## src/rtl/pirq_steer_pkg.sv

```systemverilog
package pirq_steer_pkg;

  localparam int IRQ_W  = 16;
  localparam int CODE_W = 4;
  localparam int CFG_W  = 8;

  // Bit 7 of a steering byte parks the line; bits 3:0 carry the IRQ number.
  localparam int PARK_BIT = 7;

  // Returns a one-hot (or zero) target vector for one steering byte.
  function automatic logic [IRQ_W-1:0] route_target(
    input logic [CFG_W-1:0] cfg,
    input logic [IRQ_W-1:0] valid_mask
  );
    logic [CODE_W-1:0] code;
    logic [IRQ_W-1:0]  tgt;
    code = cfg[CODE_W-1:0];
    tgt  = '0;
    if (!cfg[PARK_BIT] && valid_mask[code])
      tgt[code] = 1'b1;
    return tgt;
  endfunction

endpackage

```

## src/rtl/pirq_route_regs.sv

```systemverilog
module pirq_route_regs
  import pirq_steer_pkg::*;
#(
  parameter int               NUM_LINES = 4,
  parameter logic [CFG_W-1:0] BASE_ADDR = 8'h60,
  parameter logic [CFG_W-1:0] RESET_VAL = 8'h80
) (
  input  logic                           clk,
  input  logic                           rst_n,
  input  logic                           cfg_wr,
  input  logic [CFG_W-1:0]               cfg_addr,
  input  logic [CFG_W-1:0]               cfg_wdata,
  output logic [CFG_W-1:0]               cfg_rdata,
  output logic [NUM_LINES-1:0][CFG_W-1:0] route_q
);

  logic [NUM_LINES-1:0] addr_hit;
  logic [NUM_LINES-1:0] wr_hit;

  for (genvar i = 0; i < NUM_LINES; i++) begin : g_reg
    localparam logic [CFG_W-1:0] ADDR_I = CFG_W'(BASE_ADDR + i);

    assign addr_hit[i] = (cfg_addr == ADDR_I);
    assign wr_hit[i]   = cfg_wr && addr_hit[i];

    always_ff @(posedge clk or negedge rst_n) begin
      if (!rst_n)         route_q[i] <= RESET_VAL;
      else if (wr_hit[i]) route_q[i] <= cfg_wdata;
    end


    wr_store_chk: assert property (@(posedge clk) disable iff (!rst_n)
      wr_hit[i] |=> route_q[i] == $past(cfg_wdata));


    no_wr_hold_chk: assert property (@(posedge clk) disable iff (!rst_n)
      !wr_hit[i] |=> $stable(route_q[i]));
  end

  always_comb begin
    cfg_rdata = '0;
    for (int i = 0; i < NUM_LINES; i++)
      if (addr_hit[i]) cfg_rdata = route_q[i];
  end


  rd_onehot_chk: assert property (@(posedge clk) disable iff (!rst_n)
    $onehot0(addr_hit));

endmodule

```

## src/rtl/pirq_route_decode.sv

```systemverilog
module pirq_route_decode
  import pirq_steer_pkg::*;
#(
  parameter int               NUM_LINES  = 4,
  parameter logic [IRQ_W-1:0] VALID_MASK = 16'hDEF8
) (
  input  logic                            clk,
  input  logic                            rst_n,
  input  logic [NUM_LINES-1:0][CFG_W-1:0] route_q,
  input  logic [NUM_LINES-1:0]            pirq_n,
  output logic [NUM_LINES-1:0][IRQ_W-1:0] line_sel,
  output logic [NUM_LINES-1:0]            line_active
);

  for (genvar i = 0; i < NUM_LINES; i++) begin : g_line
    assign line_sel[i]    = route_target(route_q[i], VALID_MASK);
    assign line_active[i] = ~pirq_n[i];


    sel_onehot_chk: assert property (@(posedge clk) disable iff (!rst_n)
      $onehot0(line_sel[i]));


    parked_idle_chk: assert property (@(posedge clk) disable iff (!rst_n)
      route_q[i][PARK_BIT] |-> line_sel[i] == '0);


    reserved_idle_chk: assert property (@(posedge clk) disable iff (!rst_n)
      !VALID_MASK[route_q[i][CODE_W-1:0]] |-> line_sel[i] == '0);
  end

endmodule

```

## src/rtl/pirq_irq_merge.sv

```systemverilog
module pirq_irq_merge
  import pirq_steer_pkg::*;
#(
  parameter int               NUM_LINES  = 4,
  parameter logic [IRQ_W-1:0] VALID_MASK = 16'hDEF8
) (
  input  logic                            clk,
  input  logic                            rst_n,
  input  logic [NUM_LINES-1:0][IRQ_W-1:0] line_sel,
  input  logic [NUM_LINES-1:0]            line_active,
  input  logic [IRQ_W-1:0]                isa_irq,
  output logic [IRQ_W-1:0]                irq_out
);

  logic [IRQ_W-1:0] route_mask;
  logic [IRQ_W-1:0] route_drive;

  always_comb begin
    route_mask  = '0;
    route_drive = '0;
    for (int i = 0; i < NUM_LINES; i++) begin
      route_mask  = route_mask | line_sel[i];
      route_drive = route_drive | (line_sel[i] & {IRQ_W{line_active[i]}});
    end
  end

  assign irq_out = (isa_irq & ~route_mask) | route_drive;

  for (genvar n = 0; n < IRQ_W; n++) begin : g_irq
    if (!VALID_MASK[n]) begin : g_fixed

      legacy_pass_chk: assert property (@(posedge clk) disable iff (!rst_n)
        irq_out[n] == isa_irq[n]);
    end else begin : g_steer

      masked_quiet_chk: assert property (@(posedge clk) disable iff (!rst_n)
        (route_mask[n] && !route_drive[n]) |-> !irq_out[n]);

      drive_high_chk: assert property (@(posedge clk) disable iff (!rst_n)
        route_drive[n] |-> irq_out[n]);
    end
  end

endmodule

```

## src/rtl/pirq_steer.sv

```systemverilog
module pirq_steer
  import pirq_steer_pkg::*;
#(
  parameter int               NUM_LINES  = 4,
  parameter logic [7:0]       BASE_ADDR  = 8'h60,
  parameter logic [7:0]       RESET_VAL  = 8'h80,
  parameter logic [15:0]      VALID_MASK = 16'hDEF8
) (
  input  logic                 clk,
  input  logic                 rst_n,
  input  logic                 cfg_wr,
  input  logic [7:0]           cfg_addr,
  input  logic [7:0]           cfg_wdata,
  output logic [7:0]           cfg_rdata,
  input  logic [NUM_LINES-1:0] pirq_n,
  input  logic [15:0]          isa_irq,
  output logic [15:0]          irq_out
);

  logic [NUM_LINES-1:0][CFG_W-1:0] route_q;
  logic [NUM_LINES-1:0][IRQ_W-1:0] line_sel;
  logic [NUM_LINES-1:0]            line_active;

  pirq_route_regs #(
    .NUM_LINES(NUM_LINES), .BASE_ADDR(BASE_ADDR), .RESET_VAL(RESET_VAL)
  ) u_regs (
    .clk(clk), .rst_n(rst_n), .cfg_wr(cfg_wr), .cfg_addr(cfg_addr),
    .cfg_wdata(cfg_wdata), .cfg_rdata(cfg_rdata), .route_q(route_q)
  );

  pirq_route_decode #(
    .NUM_LINES(NUM_LINES), .VALID_MASK(VALID_MASK)
  ) u_decode (
    .clk(clk), .rst_n(rst_n), .route_q(route_q), .pirq_n(pirq_n),
    .line_sel(line_sel), .line_active(line_active)
  );

  pirq_irq_merge #(
    .NUM_LINES(NUM_LINES), .VALID_MASK(VALID_MASK)
  ) u_merge (
    .clk(clk), .rst_n(rst_n), .line_sel(line_sel), .line_active(line_active),
    .isa_irq(isa_irq), .irq_out(irq_out)
  );

endmodule

```

## config.mk

```make
export PLATFORM = sky130hd
export DESIGN_NAME = pirq_steer
export DESIGN_NICKNAME = d
export VERILOG_FILES = /design/src/rtl/pirq_steer_pkg.sv /design/src/rtl/pirq_route_regs.sv /design/src/rtl/pirq_route_decode.sv /design/src/rtl/pirq_irq_merge.sv /design/src/rtl/pirq_steer.sv
export SDC_FILE = /design/constraint.sdc
export NUM_CORES = 1
export LEC_CHECK = 0
export BUFFER_PORTS_ARGS = -buffer_cell sky130_fd_sc_hd__buf_4
export CORE_ASPECT_RATIO = 0.8
export CORE_UTILIZATION = 45
export CTS_BUF_LIST = sky130_fd_sc_hd__clkbuf_2
export DETAILED_ROUTE_END_ITERATION = 8
export HOLD_SLACK_MARGIN = 0.02
export PLACE_DENSITY = 0.66
export SLEW_MARGIN = 0
export SYNTH_ARGS = -nofsm -noshare
export SYNTH_HDL_FRONTEND = slang
export SYNTH_SLANG_ARGS = --single-unit
```

## constraint.sdc

```tcl
create_clock -name clk -period 2.3 [get_ports clk]
set_clock_uncertainty 0.2 [all_clocks]
set_input_delay 0.115 -clock clk [delete_from_list [all_inputs] [get_ports clk]]
set_output_delay 0.115 -clock clk [all_outputs]
set_load 0.02 [all_outputs]
```

== Word-level counts from Yosys, hierarchy flattened ==
Memory sizes are Yosys's and may differ from the RTL's.
Cells that the tools add are included.
Operators by class
  $add $sub $neg: 0
  multiply operators: 0
  divide/modulo/power cells: 0
  magnitude comparators: 8
  equality and inequality tests: 4
  shifts and indexed selects: 0
  muxes and demuxes: 20
  bitwise gates (word level): 17
  reduce and logical (&&, ||, !) cells: 16
Operators with widths (count)
  $or A16 B16 Y16: 7
  $and A16 B16 Y16: 5
  $mux W16: 4
  $eq A8 B7 Y1 const B: 4
  $mux W8: 4
  $lt A4 B5 Y1 const B: 4
  $demux W1 S4: 4
  $ge A4 B1 Y1 const B: 4
  $not A16 Y16: 1
  $logic_and A1 B1 Y1: 12
  $mux W1: 8
  $logic_not A1 Y1: 4
  $not A1 Y1: 4
Storage, ports and cells
  flip-flop bits (word level): 32
  bits in latches: 0
  memory bits (writable): 0
  ROM bits: 64
  input bits: 39
  output and inout bits: 24
  memories: 4
Memory list
  (name not given): depth 16, width 1, read ports 1, clocked after Yosys merged registers in 0, write ports 0, line pirq_steer_pkg.sv:19  | if (!cfg[PARK_BIT] && valid_mask[code])
  (name not given): depth 16, width 1, read ports 1, clocked after Yosys merged registers in 0, write ports 0, line pirq_steer_pkg.sv:19
  (name not given): depth 16, width 1, read ports 1, clocked after Yosys merged registers in 0, write ports 0, line pirq_steer_pkg.sv:19
  (name not given): depth 16, width 1, read ports 1, clocked after Yosys merged registers in 0, write ports 0, line pirq_steer_pkg.sv:19

== Longest topological paths before layout ==
Gate-level depths: netlist of the first run.
  word-level depth: 11
  mapped depth: 5

== Hierarchy ==
Synthesis of the first run repeated with hierarchy kept, for this count alone.
Unflattened totals
  cell total of the unflattened synthesis: 258
  area, all modules: 2657.5 um^2
By module, submodules not included
  pirq_route_regs: times used 1, cells an instance 93, area an instance 1552.7 um^2, seq. area each 805.8 um^2
  pirq_irq_merge: times used 1, cells an instance 72, area an instance 555.5 um^2, seq. area each 0.0 um^2
  pirq_route_decode: times used 1, cells an instance 93, area an instance 549.3 um^2, seq. area each 0.0 um^2

== Worst setup path before layout of the first run ==
No wires, ideal clock.
  path kind: reg-to-output
  from: reg u_regs.route_q[7] (netlist name)
  to: out irq_out[14]
  data arrival time: 1.503 ns
  data required time: 1.985 ns
  setup slack: 0.482 ns
  cell stages (with the launch flop): 5
  path through: dfstp_2 > and3b_1 > a22oi_1 > o31ai_1 > o21ai_0
Between the ends
  word-level cells in the longest chain between the ends: 9
  elaborated cells on any way between the ends: 13
  classes of those cells: mux: 1; bitwise: 10; reduce/logical: 2
Ends and longest elaborated chain
  from (decl): line pirq_route_regs.sv:14  | output logic [NUM_LINES-1:0][CFG_W-1:0] route_q
  from (signal, indexed assignment): line pirq_route_regs.sv:28  | else if (wr_hit[i]) route_q[i] <= cfg_wdata;
  $logic_not A1 Y1 (*): line pirq_steer_pkg.sv:19
  $logic_and A1 B1 Y1 (*): line pirq_steer_pkg.sv:19
  $mux W16 (*): line pirq_steer_pkg.sv:19
  $or A16 B16 Y16 (3 in series): line pirq_irq_merge.sv:22  | route_mask = route_mask | line_sel[i];
  $not A16 Y16: line pirq_irq_merge.sv:27  | assign irq_out = (isa_irq & ~route_mask) | route_drive;
  $and A16 B16 Y16: line pirq_irq_merge.sv:27
  $or A16 B16 Y16 (*): line pirq_irq_merge.sv:27
  to (decl): line pirq_steer.sv:17  | output logic [15:0] irq_out
Every way passes the cells marked *; elsewhere a longest branch is shown, timed or not.

== Final worst setup path of the first run ==
  from: reg u_regs.route_q[15] (netlist name)
  to: out irq_out[15]
Same word-level chain as after synthesis.

==> flow_summary.rst, run 1 <==
.. list-table::
   :header-rows: 1

   * - Metric
     - Value
   * - Total power density per cell area
     - roughly 360 nW/um^2
   * - Proportion of synthesized chip area in sequential cells
     - 32.7%
   * - Clk slew on worst S/H paths
     - 0.16 ns
   * - Violated checks
     - DRC
   * - Crit path max fanout
     - 6
   * - Worst flop-to-flop path startpoint
     - u_regs.route_q[6]
   * - Most frequent cell after synthesis
     - sky130_fd_sc_hd__mux2_2
   * - Fin crit share
     - roughly 99%
   * - Area growth, synth to finish
     - 40.2%
   * - Via-to-Cell Ratio
     - 6.39
   * - Unrepaired setup endpoints after global routing
     - yes
   * - Number of violations reported at the end of detailed-routing iteration 0
     - 245
   * - Largest net degree at the start of global routing
     - 29
   * - Max_cap viols
     - 0
   * - Wire length of the first global-routing pass
     - 12.1 mm
   * - Clock network fraction of design power
     - 22.2%
   * - Number of standard-cell rows in the floorplan
     - 23
   * - Simple-Gate Fraction of Synth Area
     - between 20% and 30%
   * - Total Die Area
     - between 5000 and 6000 sq um
   * - Critical Path End Type
     - primary output
   * - Clock latency of the later-clocked register in the worst-skew pair
     - 0.35 ns
   * - Standard cell core area
     - 5150 sq um
   * - Hold Path Cell Cnt
     - 0
   * - Effective utilization at floorplan
     - 47.9%
   * - Count of H-tree levels built during CTS
     - 2
   * - Top achievable clock speed
     - 438 MHz
   * - Clock tree root buffer cell
     - sky130_fd_sc_hd__clkbuf_2
   * - CP required
     - between 1.5 and 2 ns
   * - Remaining DRCs
     - 8
   * - Switching Power
     - just under 400 uW
   * - Maximum count of clock buffers along a single path
     - 2
   * - Finish-stage setup viols
     - 0
   * - DIE WIDTH
     - 84.8 microns
   * - Data arrival time of the critical path
     - 1.97 ns
   * - Synth area leader
     - sky130_fd_sc_hd__dfrtp_1
   * - Share of total power consumed by net switching
     - 31.4%
   * - Synthesized netlist net count
     - 280
   * - Final Instance Area
     - 3460 sq um
   * - Startpoint type of the worst setup path
     - flop
   * - DR WL/cell
     - 20.9 microns
   * - Cell-internal power
     - 852 uW
   * - # placed instances
     - around 350
   * - Boundary Pins
     - between 60 and 70
   * - Number of nets with antenna violations after routing
     - 0
   * - Crit-path cells
     - buf_12 > nand3b_1 > o21ai_0 > nand4b_1 > o2111ai_2 > buf_6
   * - Period minus WS final
     - 2.28 ns
   * - Average cell area after synthesis
     - about 10 sq um
   * - Share of the synthesized netlist area taken by xor and xnor gates
     - 0%
   * - Largest family of logic cells by synthesized area
     - simple AND/OR/NAND/NOR gates
   * - Accumulated negative setup slack
     - 0 ns
   * - Number of flip-flops in the largest register
     - 32
   * - Area fraction of the dominant cell type after synthesis
     - around 28%
   * - Post-detail-place hpwl
     - 5.51 mm
   * - Slew Limit Fails
     - 0
   * - Drt first pass iters
     - 7
   * - Primary flip-flop cell chosen by synthesis mapping
     - sky130_fd_sc_hd__dfrtp_1
   * - Worst reg-to-reg path cell count
     - 2
   * - Inserted Clock Buffers
     - 5
   * - Final routed wirelength across all metal layers
     - 8.08 mm
   * - Worst slew margin relative to its limit
     - 70.2%
   * - Post-synth ARST share
     - 100%
   * - Total leakage power
     - 1.53 nW
   * - IR Drop Worst-Case VDD
     - 0.286 mV
   * - Hold wc startpoint
     - isa_irq[13]
   * - Initial antenna violation count
     - 0
   * - Diode insertion count for antenna repair
     - 0
   * - Worst reg-to-reg setup slack
     - around 0.77 ns
   * - Vias in the first global route
     - 2263
   * - Yosys warning total
     - 0
   * - Fraction of synthesized area in multiplexers
     - 21.9%
   * - Net count, final
     - 363
   * - Number of enable flip-flop cells after synthesis
     - 0
   * - Die boundary height
     - 68.2 microns
   * - TritonCTS clock tree
     - done
   * - Sequential cell fraction of total power
     - around 51%
   * - Instance area at placement
     - 2980 sq um
   * - Global-route usage over all layers
     - 28.1%
   * - Crit path largest cell delay
     - 0.66 ns
   * - Hold WC Path Type
     - input pin to primary output
   * - Filler-free cell count of the finished design
     - 387
   * - Routability congestion estimate from global placement
     - roughly 0.97
   * - Combinational power share
     - 27.3%
   * - Final-report hold violation count
     - 0
   * - Synthesized-area fraction occupied by adder cells
     - 0%
   * - Number of vias after detailed routing
     - 2472
   * - Most flops, register
     - u_regs.route_q
   * - Hold Crit Endpoint
     - irq_out[13]
   * - Port buffer count
     - 52
   * - GR Overflow Total
     - 0
   * - Top post-synthesis cells by area
     - sky130_fd_sc_hd__dfrtp_1 (28%), sky130_fd_sc_hd__mux2_2 (15%), sky130_fd_sc_hd__mux4_2 (7.3%)
   * - Most frequent cells after synthesis
     - sky130_fd_sc_hd__mux2_2 (32), sky130_fd_sc_hd__dfrtp_1 (28), sky130_fd_sc_hd__nand2_1 (16)
   * - Standard cell with the maximum stage delay on the critical path
     - sky130_fd_sc_hd__dfstp_2
   * - FF+latch count, synth
     - 32
   * - Crit Path Class
     - flop to primary output
   * - Post-synthesis instance total
     - around 240
   * - Number of clock sinks seen by CTS
     - 32
   * - Netlist Area Pre-Place
     - about 2500 sq um
   * - Slew at the pin with the worst max-slew slack
     - roughly 0.45 ns
   * - Largest registers in the final layout
     - u_regs.route_q x32
   * - Count of unique library cells instantiated by Yosys
     - 48
   * - Layout cells sized above 1
     - 57.2%
   * - R2r endpoint
     - u_regs.route_q[6]
   * - Outcome
     - complete, but fails checks
   * - Fraction of the mapped netlist area in compound gates
     - 12.7%
==> per-stage QoR <==
stage	hold slack (ns)	total power [mW]	setup slack [ns]	util [%]
floorplan	-0.381	0.777	0.482	-
global placement	-0.125	0.905	0.330	57.8
detailed placement	-0.122	0.908	0.404	57.8
CTS	0.0302	1.20	0.00638	62.2
global route	0.0300	1.30	-0.0886	67.1
finish	0.0300	1.24	0.0163	67.1
==> worst max-delay path by stage <==
| stage | start | end | slack [ns] |
|---|---|---|---|
| global route | u_regs.route_q[16] | irq_out[3] | -0.09 |
| detailed placement | u_regs.route_q[19] | irq_out[10] | 0.40 |
| CTS | u_regs.route_q[15] | irq_out[7] | 0.006 |
| floorplan | u_regs.route_q[7] | irq_out[14] | 0.48 |
| global placement | u_regs.route_q[23] | irq_out[14] | 0.33 |
| finish | u_regs.route_q[15] | irq_out[15] | 0.02 |
==> layout by cell type, fill, tap and decap left out, types with 3 or more instances in the layout <==
master	netlist	final
sky130_fd_sc_hd__mux4_2	8	8
sky130_fd_sc_hd__clkbuf_2	0	7
sky130_fd_sc_hd__dlygate4sd3_1	0	11
sky130_fd_sc_hd__o211ai_1	6	6
sky130_fd_sc_hd__dfrtp_2	0	7
sky130_fd_sc_hd__a22oi_1	7	4
sky130_fd_sc_hd__buf_6	1	4
sky130_fd_sc_hd__nand3_1	9	9
sky130_fd_sc_hd__and2_2	8	8
sky130_fd_sc_hd__nor2b_1	10	7
sky130_fd_sc_hd__nor2_1	9	7
sky130_fd_sc_hd__dfrtp_1	28	21
sky130_fd_sc_hd__nor3_1	6	6
sky130_fd_sc_hd__a22oi_2	0	3
sky130_fd_sc_hd__nor3b_1	12	5
sky130_fd_sc_hd__and3b_1	4	3
sky130_fd_sc_hd__mux2_2	32	32
sky130_fd_sc_hd__nand3b_1	7	7
sky130_fd_sc_hd__nor2b_2	0	3
sky130_fd_sc_hd__dfstp_2	4	4
sky130_fd_sc_hd__buf_4	3	79
sky130_fd_sc_hd__nand4_1	4	4
sky130_fd_sc_hd__a21oi_1	6	6
sky130_fd_sc_hd__nor3b_2	0	7
sky130_fd_sc_hd__nand2_1	16	16
sky130_fd_sc_hd__a41o_1	3	3
sky130_fd_sc_hd__nand2b_1	4	4
==> critical path: cells and delay by family (launching register included) <==
| kind | cells | cell delay [ns] |
|---|---|---|
| AND/OR/NAND/NOR | 2 | 0.40 |
| AO/OA/AOI/OAI | 2 | 0.26 |
| buffers and inverters | 2 | 0.29 |
| flip-flops | 1 | 0.66 |
==> metal layers <==
| layer | part of all wire (%) | GRT usage [%] |
|---|---|---|
| met5 | 0 | 0 |
| met3 | 10 | 7.12 |
| met2 | 44 | 41.2 |
| met1 | 44 | 41.9 |
| met4 | 1.6 | 5.72 |
==> cell type report <==
cell class | count | area, sq um
fill | 420 | 1690
sequential | 32 | 815
tap | 62 | 77.6
inverter | 1 | 3.75
multi-input combinational | 188 | 1740
clock buffer | 7 | 35.0
timing repair buffer | 96 | 788
clock inverter | 1 | 3.75
==> repair_timing <==
action | CTS | global route
hold buffers | 12 | 0
resized for setup | 7 | 45
hold endpoints to repair | 64 | 0
gates cloned | 0 | 0
buffers inserted | 6 | 8
endpoints found under the setup margin | 4 | 11
pin swaps | 0 | 9
==> cells by family after synthesis <==
family / after synthesis
compound gates: 41
mux: 40
buf+inv: 21
flops: 32
simple gates: 107
==> power by group through the flow <==
stage | sequential, mW | combinational (mW) | clock (mW)
2_1_floorplan | 0.619 | 0.159 | 0
3_3_place_gp | 0.635 | 0.270 | 0
3_5_place_dp | 0.636 | 0.272 | 0
4_1_cts | 0.624 | 0.303 | 0.276
5_1_grt | 0.631 | 0.361 | 0.312
6_report | 0.627 | 0.340 | 0.275
Note: power is estimated with default switching activity, not from simulation.
==> inputs of run 2 (changes only) <==
- ABC_AREA: unset -> 1
- PLACE_DENSITY: 0.66 -> 0.65
==> run 2 against run 1 <==
The flow now finishes without violations. Routed wire length increased by 33%. Total power increased by 26%. Global-route usage increased by 0.60 points. Critical path type is now input pin to flop. Highest routed layer unchanged.
==> flow_summary.rst, run 2 <==
.. list-table::
   :header-rows: 1

   * - Metric
     - Value
   * - Outcome
     - completed
   * - Period minus WS final
     - 2.26 ns (-0.0240 ns)
   * - Boundary Pins
     - 63 (unchanged)
   * - Net count, final
     - 625 (+72%)
   * - Count of H-tree levels built during CTS
     - 2 (unchanged)
   * - Post-synth ARST share
     - 100% (unchanged)
   * - Met3 global-route usage
     - 5.89% (-1.2 points)
   * - Post-synthesis instance total
     - 504 (+110%)
   * - Most common cell after layout, fill and taps aside
     - sky130_fd_sc_hd__nand2_1
   * - Slew at the pin with the worst max-slew slack
     - 1.11 ns (+0.661 ns)
   * - DR WL/cell
     - 16.1 microns (-23%)
   * - Clock latency of the later-clocked register in the worst-skew pair
     - 0.37 ns (+0.02 ns)
   * - Proportion of synthesized chip area in sequential cells
     - 26.3% (-6.3 points)
   * - Number of clock sinks seen by CTS
     - 32 (unchanged)
   * - Top achievable clock speed
     - 443 MHz (+1.1%)
   * - Netlist Area Pre-Place
     - 3060 sq um (+24%)
   * - Via-to-Cell Ratio
     - 5.69 (-11%)
   * - Effective utilization at floorplan
     - 47.3% (-0.62 points)
   * - Accumulated negative setup slack
     - 0 ns (unchanged)
   * - Data arrival time of the critical path
     - 2.41 ns (+0.44 ns)
   * - Post-detail-place hpwl
     - 7.28 mm (+32%)
   * - Total Die Area
     - 7140 sq um (+23%)
   * - Largest net degree at the start of global routing
     - 37 (+28%)
   * - Synthesized netlist net count
     - 543 (+94%)
   * - Top post-synthesis cells by area
     - sky130_fd_sc_hd__dfrtp_1 (23%), sky130_fd_sc_hd__nand2_1 (17%), sky130_fd_sc_hd__nand3_1 (12%)
   * - Vias in the first global route
     - 2967 (+31%)
   * - Most flops, register
     - u_regs.route_q
   * - Number of nets with antenna violations after routing
     - 0 (unchanged)
   * - Total power density per cell area
     - 374 nW/um^2 (+4.1%)
   * - GR Overflow Total
     - 0 (unchanged)
   * - IR Drop Worst-Case VDD
     - 0.363 mV (+27%)
   * - Global routing met2 resource utilization
     - 38.0% (-3.2 points)
   * - Top library cells by usage in the layout, fill and taps aside
     - sky130_fd_sc_hd__nand2_1 (122), sky130_fd_sc_hd__nand3_1 (67), sky130_fd_sc_hd__buf_4 (63)
   * - Met1 usage
     - 47.2% (+5.3 points)
   * - Most frequent cells after synthesis
     - sky130_fd_sc_hd__nand2_1 (142), sky130_fd_sc_hd__nor2_1 (78), sky130_fd_sc_hd__nand3_1 (74)
   * - Diode insertion count for antenna repair
     - 0 (unchanged)
   * - Hold wc startpoint
     - isa_irq[8]
   * - Number of enable flip-flop cells after synthesis
     - 0 (unchanged)
   * - Routability congestion estimate from global placement
     - 0.894 (-7.8%)
   * - Count of unique library cells instantiated by Yosys
     - 23 (-52%)
   * - Instance area at placement
     - 3450 sq um (+16%)
   * - Final Power
     - 1.57 mW (+26%)
   * - Remaining DRCs
     - 0 (-8)
   * - Inserted Clock Buffers
     - 5 (unchanged)
   * - Critical Path End Type
     - flop
   * - Number of standard-cell rows in the floorplan
     - 26 (+13%)
   * - Worst flop-to-flop path startpoint
     - u_regs.route_q[31]
   * - Hold WC Path Type
     - input pin to primary output
   * - Number of flip-flops in the largest register
     - 32 (unchanged)
   * - Number of violations reported at the end of detailed-routing iteration 0
     - 422 (+72%)
   * - Final routed wirelength across all metal layers
     - 10.8 mm (+33%)
   * - Port buffer count
     - 52 (unchanged)
   * - Max_cap viols
     - 0 (unchanged)
   * - Die boundary height
     - 75.8 microns (+11%)
   * - Largest registers in the final layout
     - u_regs.route_q x32
   * - Synth area leader
     - sky130_fd_sc_hd__dfrtp_1
   * - Post-layout worst setup margin
     - 0.0403 ns (+0.0240 ns)
   * - Crit path max fanout
     - 16 (+10)
   * - Area fraction of the dominant cell type after synthesis
     - 22.9% (-5.5 points)
   * - Final core occ
     - 64.7% (-2.4 points)
   * - Wire length of the first global-routing pass
     - 15.3 mm (+27%)
   * - Total leakage power
     - 2.04 nW (+33%)
   * - Startpoint type of the worst setup path
     - input pin
   * - Final Hold Slack
     - 0.0300 ns (+0.00000320 ns)
   * - Global-route usage over all layers
     - 28.7% (+0.60 points)
   * - Number of vias after detailed routing
     - 3817 (+54%)
   * - Timing startpoint of the critical path
     - cfg_addr[1]
   * - Primary flip-flop cell chosen by synthesis mapping
     - sky130_fd_sc_hd__dfrtp_1
   * - # placed instances
     - 615 (+74%)
   * - Worst-case setup slack after placement
     - 0.372 ns (-0.0315 ns)
   * - Standard cell core area
     - 6470 sq um (+26%)
   * - Layout cells sized above 1
     - 32.9% (-24 points)
   * - Finish-stage setup viols
     - 0 (unchanged)
   * - Fin crit share
     - 98.2% (-1.0 points)
   * - Initial antenna violation count
     - 0 (unchanged)
   * - TritonCTS clock tree
     - done
   * - Yosys warning total
     - 0 (unchanged)
   * - Layer with the highest usage
     - met1
   * - Drt first pass iters
     - 5 (-2)
   * - Clk slew on worst S/H paths
     - 0.21 ns (+0.05 ns)
   * - Crit Path Class
     - input pin to flop
   * - DIE WIDTH
     - 94.2 microns (+11%)
   * - Most frequent cell after synthesis
     - sky130_fd_sc_hd__nand2_1
   * - Final-report hold violation count
     - 0 (unchanged)
   * - Final Instance Area
     - 4190 sq um (+21%)
   * - CP required
     - 2.45 ns (+0.46 ns)
   * - Average cell area after synthesis
     - 6.07 sq um (-41%)
   * - FF+latch count, synth
     - 32 (unchanged)
   * - Unrepaired setup endpoints after global routing
     - yes
   * - Clock tree root buffer cell
     - sky130_fd_sc_hd__clkbuf_2
   * - Maximum count of clock buffers along a single path
     - 2 (unchanged)
   * - Area growth, synth to finish
     - 37.0%
   * - Filler-free cell count of the finished design
     - 671 (+73%)
   * - Worst slew margin relative to its limit
     - 25.9% (-44 points)
   * - Slew Limit Fails
     - 0 (unchanged)
run 2: cell types whose count changed in the layout (fill, tap and decap cells not counted), sizes merged, moves of 25 or more:
cell | before | now
mux2 | 32 | 0
inv | 1 | 38
nor2 | 9 | 81
nand3 | 10 | 75
nand2 | 16 | 145
o21ai | 3 | 28
nand4 | 4 | 51
run 2: per-layer routing:
layer	part of all wire (%)	wire length, microns	up-vias
met3	12	1260	16
met2	42	4480	223
met1	46	4940	1733
li1	-	-	1845
met4	0.92	99	0
met5	0	0	-
run 2: kinds of logic after synthesis:
family,after synthesis,synth area share [%]
AO/OA/AOI/OAI,36,7.60
buffers and inverters,72,10.3
flip-flops,32,26.3
AND/OR/NAND/NOR,364,55.8
run 2: worst paths after layout:
check                                     end  slack (ns)  depth (start not counted)
max                        u_regs.route_q[31]        0.04                          8
min                                irq_out[8]        0.03                          0
max reg2reg                u_regs.route_q[31]        0.71                          3
min reg2reg                u_regs.route_q[23]        0.32                          2
max in group asynchronous  u_regs.route_q[11]        0.33                          3
min in group asynchronous  u_regs.route_q[31]        0.54                          3
run 2: worst max-delay path: stages:
cell and delay [ns]:
sky130_fd_sc_hd__dlygate4sd3_1 0.54, sky130_fd_sc_hd__buf_4 0.15, sky130_fd_sc_hd__inv_2 0.07, sky130_fd_sc_hd__nor3_4 0.44
sky130_fd_sc_hd__nand3_4 0.31, sky130_fd_sc_hd__nand2_1 0.15, sky130_fd_sc_hd__o21ai_2 0.06, sky130_fd_sc_hd__dlygate4sd3_1 0.56
run 2: where the power goes:
group	switching, mW	internal (mW)	leakage, nW	total, mW
Clock	0.206	0.0776	0.0290	0.283
Combinational	0.380	0.260	1.66	0.640
Sequential	0.0432	0.601	0.352	0.644
Total	0.629	0.939	2.04	1.57
run 2: what timing repair did:
item,4_1_cts,5_1_grt
cloned,0,13
pin swaps,0,23
hold buffers,19,0
setup buffers,1,15
endpoints found under the setup margin,2,11
hold endpoints to repair,64,0
gates resized for setup,1,110
run 2: cell type report:
type                            count  area [sq um]
Clock buffer                        6          30.0
Clock inverter                      2          12.5
Fill cell                         592          2280
Inverter                           38           143
Multi-Input combinational cell    400          2140
Sequential cell                    32           815
Tap cell                           84           105
Timing Repair Buffer              109           948
==> inputs of run 3 (changes only) <==
- RECOVER_POWER: unset -> 100
==> run 3 against run 2 <==
Clock power about the same. Register-to-register slack about the same. Routed wire length about the same. Non-clock buffer count unchanged. Sequential power about the same. Core utilization down 1.1 points. Clock-buffer cell count unchanged. Sequential share of layout area up 0.35 points. Critical path type is now flop to primary output. Critical endpoint is now irq_out[5]. Largest cell class unchanged. Highest routed layer unchanged.
==> flow_summary.rst, run 3 (same netlist as run 2, synthesis figures left out) <==
.. list-table::
   :header-rows: 1

   * - Metric
     - Value
   * - Final routed wirelength across all metal layers
     - 10.8 mm (about the same)
   * - Clk slew on worst S/H paths
     - 0.20 ns (about the same)
   * - Most flops, register
     - u_regs.route_q
   * - Wire length of the first global-routing pass
     - 15.3 mm (unchanged)
   * - Boundary Pins
     - 63 (unchanged)
   * - Largest net degree at the start of global routing
     - 37 (unchanged)
   * - Accumulated negative setup slack
     - 0 ns (unchanged)
   * - Post-layout worst setup margin
     - 0.0640 ns (+0.0237 ns)
   * - Outcome
     - completed
   * - Post-detail-place hpwl
     - 7.28 mm (unchanged)
   * - Net count, final
     - 625 (unchanged)
   * - Number of flip-flops in the largest register
     - 32 (unchanged)
   * - Finish-stage setup viols
     - 0 (unchanged)
   * - Crit Path Class
     - flop to primary output
   * - Top achievable clock speed
     - 447 MHz (+1.1%)
   * - Crit path max fanout
     - 6 (-10)
   * - Via-to-Cell Ratio
     - 5.75 (+1.0%)
   * - Max_cap viols
     - 0 (unchanged)
   * - Inserted Clock Buffers
     - 5 (unchanged)
   * - Total Die Area
     - 7140 sq um (unchanged)
   * - Filler-free cell count of the finished design
     - 671 (unchanged)
   * - Data arrival time of the critical path
     - 1.92 ns (-0.49 ns)
   * - Total leakage power
     - 2.01 nW (-1.2%)
   * - CP required
     - 1.99 ns (-0.46 ns)
   * - Standard cell with the maximum stage delay on the critical path
     - sky130_fd_sc_hd__dfrtp_1
   * - Period minus WS final
     - 2.24 ns (-0.0237 ns)
   * - Final-report hold violation count
     - 0 (unchanged)
   * - Remaining DRCs
     - 0 (unchanged)
   * - Number of standard-cell rows in the floorplan
     - 26 (unchanged)
   * - Top library cells by usage in the layout, fill and taps aside
     - sky130_fd_sc_hd__nand2_1 (124), sky130_fd_sc_hd__nand3_1 (67), sky130_fd_sc_hd__nor2_1 (59)
   * - Final Power
     - 1.56 mW (-0.73%)
   * - Fin crit share
     - 97.2% (-1.0 points)
   * - Number of vias after detailed routing
     - 3857 (+1.0%)
   * - Initial antenna violation count
     - 0 (unchanged)
   * - Diode insertion count for antenna repair
     - 0 (unchanged)
   * - Routability congestion estimate from global placement
     - 0.894 (unchanged)
   * - Effective utilization at floorplan
     - 47.3% (unchanged)
   * - Critical Path End Type
     - primary output
   * - # placed instances
     - 615 (unchanged)
   * - Worst slew margin relative to its limit
     - 26.3% (+0.39 points)
   * - DR WL/cell
     - 16.1 microns (about the same)
   * - Global-route usage over all layers
     - 28.7% (unchanged)
   * - Unrepaired setup endpoints after global routing
     - yes
   * - DIE WIDTH
     - 94.2 microns (unchanged)
   * - Slew at the pin with the worst max-slew slack
     - 1.10 ns (-0.00590 ns)
   * - # fillers
     - 605 (+2.2%)
   * - Die boundary height
     - 75.8 microns (unchanged)
   * - Crit-path cells
     - buf_4 > nor2_4 > nand3_4 > buf_6 > and3_4 > nor2_2 > nand2_1 > nand2_1 > buf_6
   * - Slew Limit Fails
     - 0 (unchanged)
   * - TritonCTS clock tree
     - done
   * - Maximum count of clock buffers along a single path
     - 2 (unchanged)
   * - Standard cell core area
     - 6470 sq um (unchanged)
   * - Clock latency of the later-clocked register in the worst-skew pair
     - 0.35 ns (-0.02 ns)
   * - Crit path largest cell delay
     - 0.44 ns (-0.12 ns)
   * - Worst-case setup slack after placement
     - 0.372 ns (unchanged)
   * - Most common cell after layout, fill and taps aside
     - sky130_fd_sc_hd__nand2_1
   * - IR Drop Worst-Case VDD
     - 0.357 mV (-1.5%)
   * - Port buffer count
     - 52 (unchanged)
   * - Layout cells sized above 1
     - 31.3% (-1.5 points)
   * - Number of violations reported at the end of detailed-routing iteration 0
     - 355 (-16%)
   * - Largest registers in the final layout
     - u_regs.route_q x32
   * - Clock tree root buffer cell
     - sky130_fd_sc_hd__clkbuf_2
   * - Number of nets with antenna violations after routing
     - 0 (unchanged)
   * - Area growth, synth to finish
     - 34.5%
   * - Count of H-tree levels built during CTS
     - 2 (unchanged)
   * - Startpoint type of the worst setup path
     - flop
   * - Hold WC Path Type
     - input pin to primary output
   * - Drt first pass iters
     - 8 (+3)
   * - GR Overflow Total
     - 0 (unchanged)
   * - Total power density per cell area
     - 378 nW/um^2 (+1.1%)
   * - Vias in the first global route
     - 2967 (unchanged)
   * - Number of clock sinks seen by CTS
     - 32 (unchanged)
==> run 3: cell count changes in the layout (fill, tap and decap cells not counted), sizes merged <==
cell    before  now
clkbuf       6   15
buf         90   81
==> run 3: where the power goes <==
group / internal, mW / switching (mW)
Clock: 0.0776 / 0.204
Combinational: 0.255 / 0.375
Sequential: 0.601 / 0.0430
==> run 3: worst paths after layout <==
kind                                    start            endpoint  slack [ns]  cells past startpoint
min                                isa_irq[8]          irq_out[8]        0.03                      0
max in group asynchronous               rst_n  u_regs.route_q[11]        0.29                      3
max                        u_regs.route_q[25]          irq_out[5]        0.06                      9
max reg2reg                u_regs.route_q[31]  u_regs.route_q[31]        0.71                      3
min reg2reg                u_regs.route_q[23]  u_regs.route_q[23]        0.32                      2
min in group asynchronous               rst_n  u_regs.route_q[31]        0.60                      3
==> run 3: layer usage <==
metal | routed length (microns) | track usage, %
met3 | 1270 | 5.89
met1 | 4920 | 47.2
met4 | 159 | 3.76
met5 | 0 | 0
met2 | 4440 | 38.0
==> run 3: area by class of cell <==
cell class,count,area (sq um),share of cell area [%]
Timing Repair Buffer,109,925,22.5
Clock inverter,2,12.5,0.304
Sequential cell,32,815,19.8
Inverter,38,143,3.46
Tap cell,84,105,2.55
Clock buffer,6,30.0,0.729
Multi-Input combinational cell,400,2090,50.7
==> run 3: critical path: cells and delay by family, from the launching register on <==
family / cells / cell delay [ns]
DFF: 1 / 0.44
buffers and inverters: 3 / 0.42
and+or+nand+nor: 6 / 0.66
==> run 3: what timing repair did <==
item                                    CTS  global route
gates resized for setup                   1           110
buffers inserted                          1            15
endpoints found under the setup margin    2            11
hold buffers                             19             0
endpoints found under the hold margin    64             0
pin swaps                                 0            23
gates cloned                              0            13
==> run 3: through the flow <==
stage | utilization [%] | hold WS (ns) | instance area [sq um]
5_1_grt | 63.6 | 0.0300 | 4120
2_1_floorplan | - | -0.381 | 3060
3_5_place_dp | 53.3 | -0.126 | 3450
6_report | 63.6 | 0.0300 | 4120
4_1_cts | 57.1 | 0.0302 | 3690
3_3_place_gp | 53.3 | -0.119 | 3450
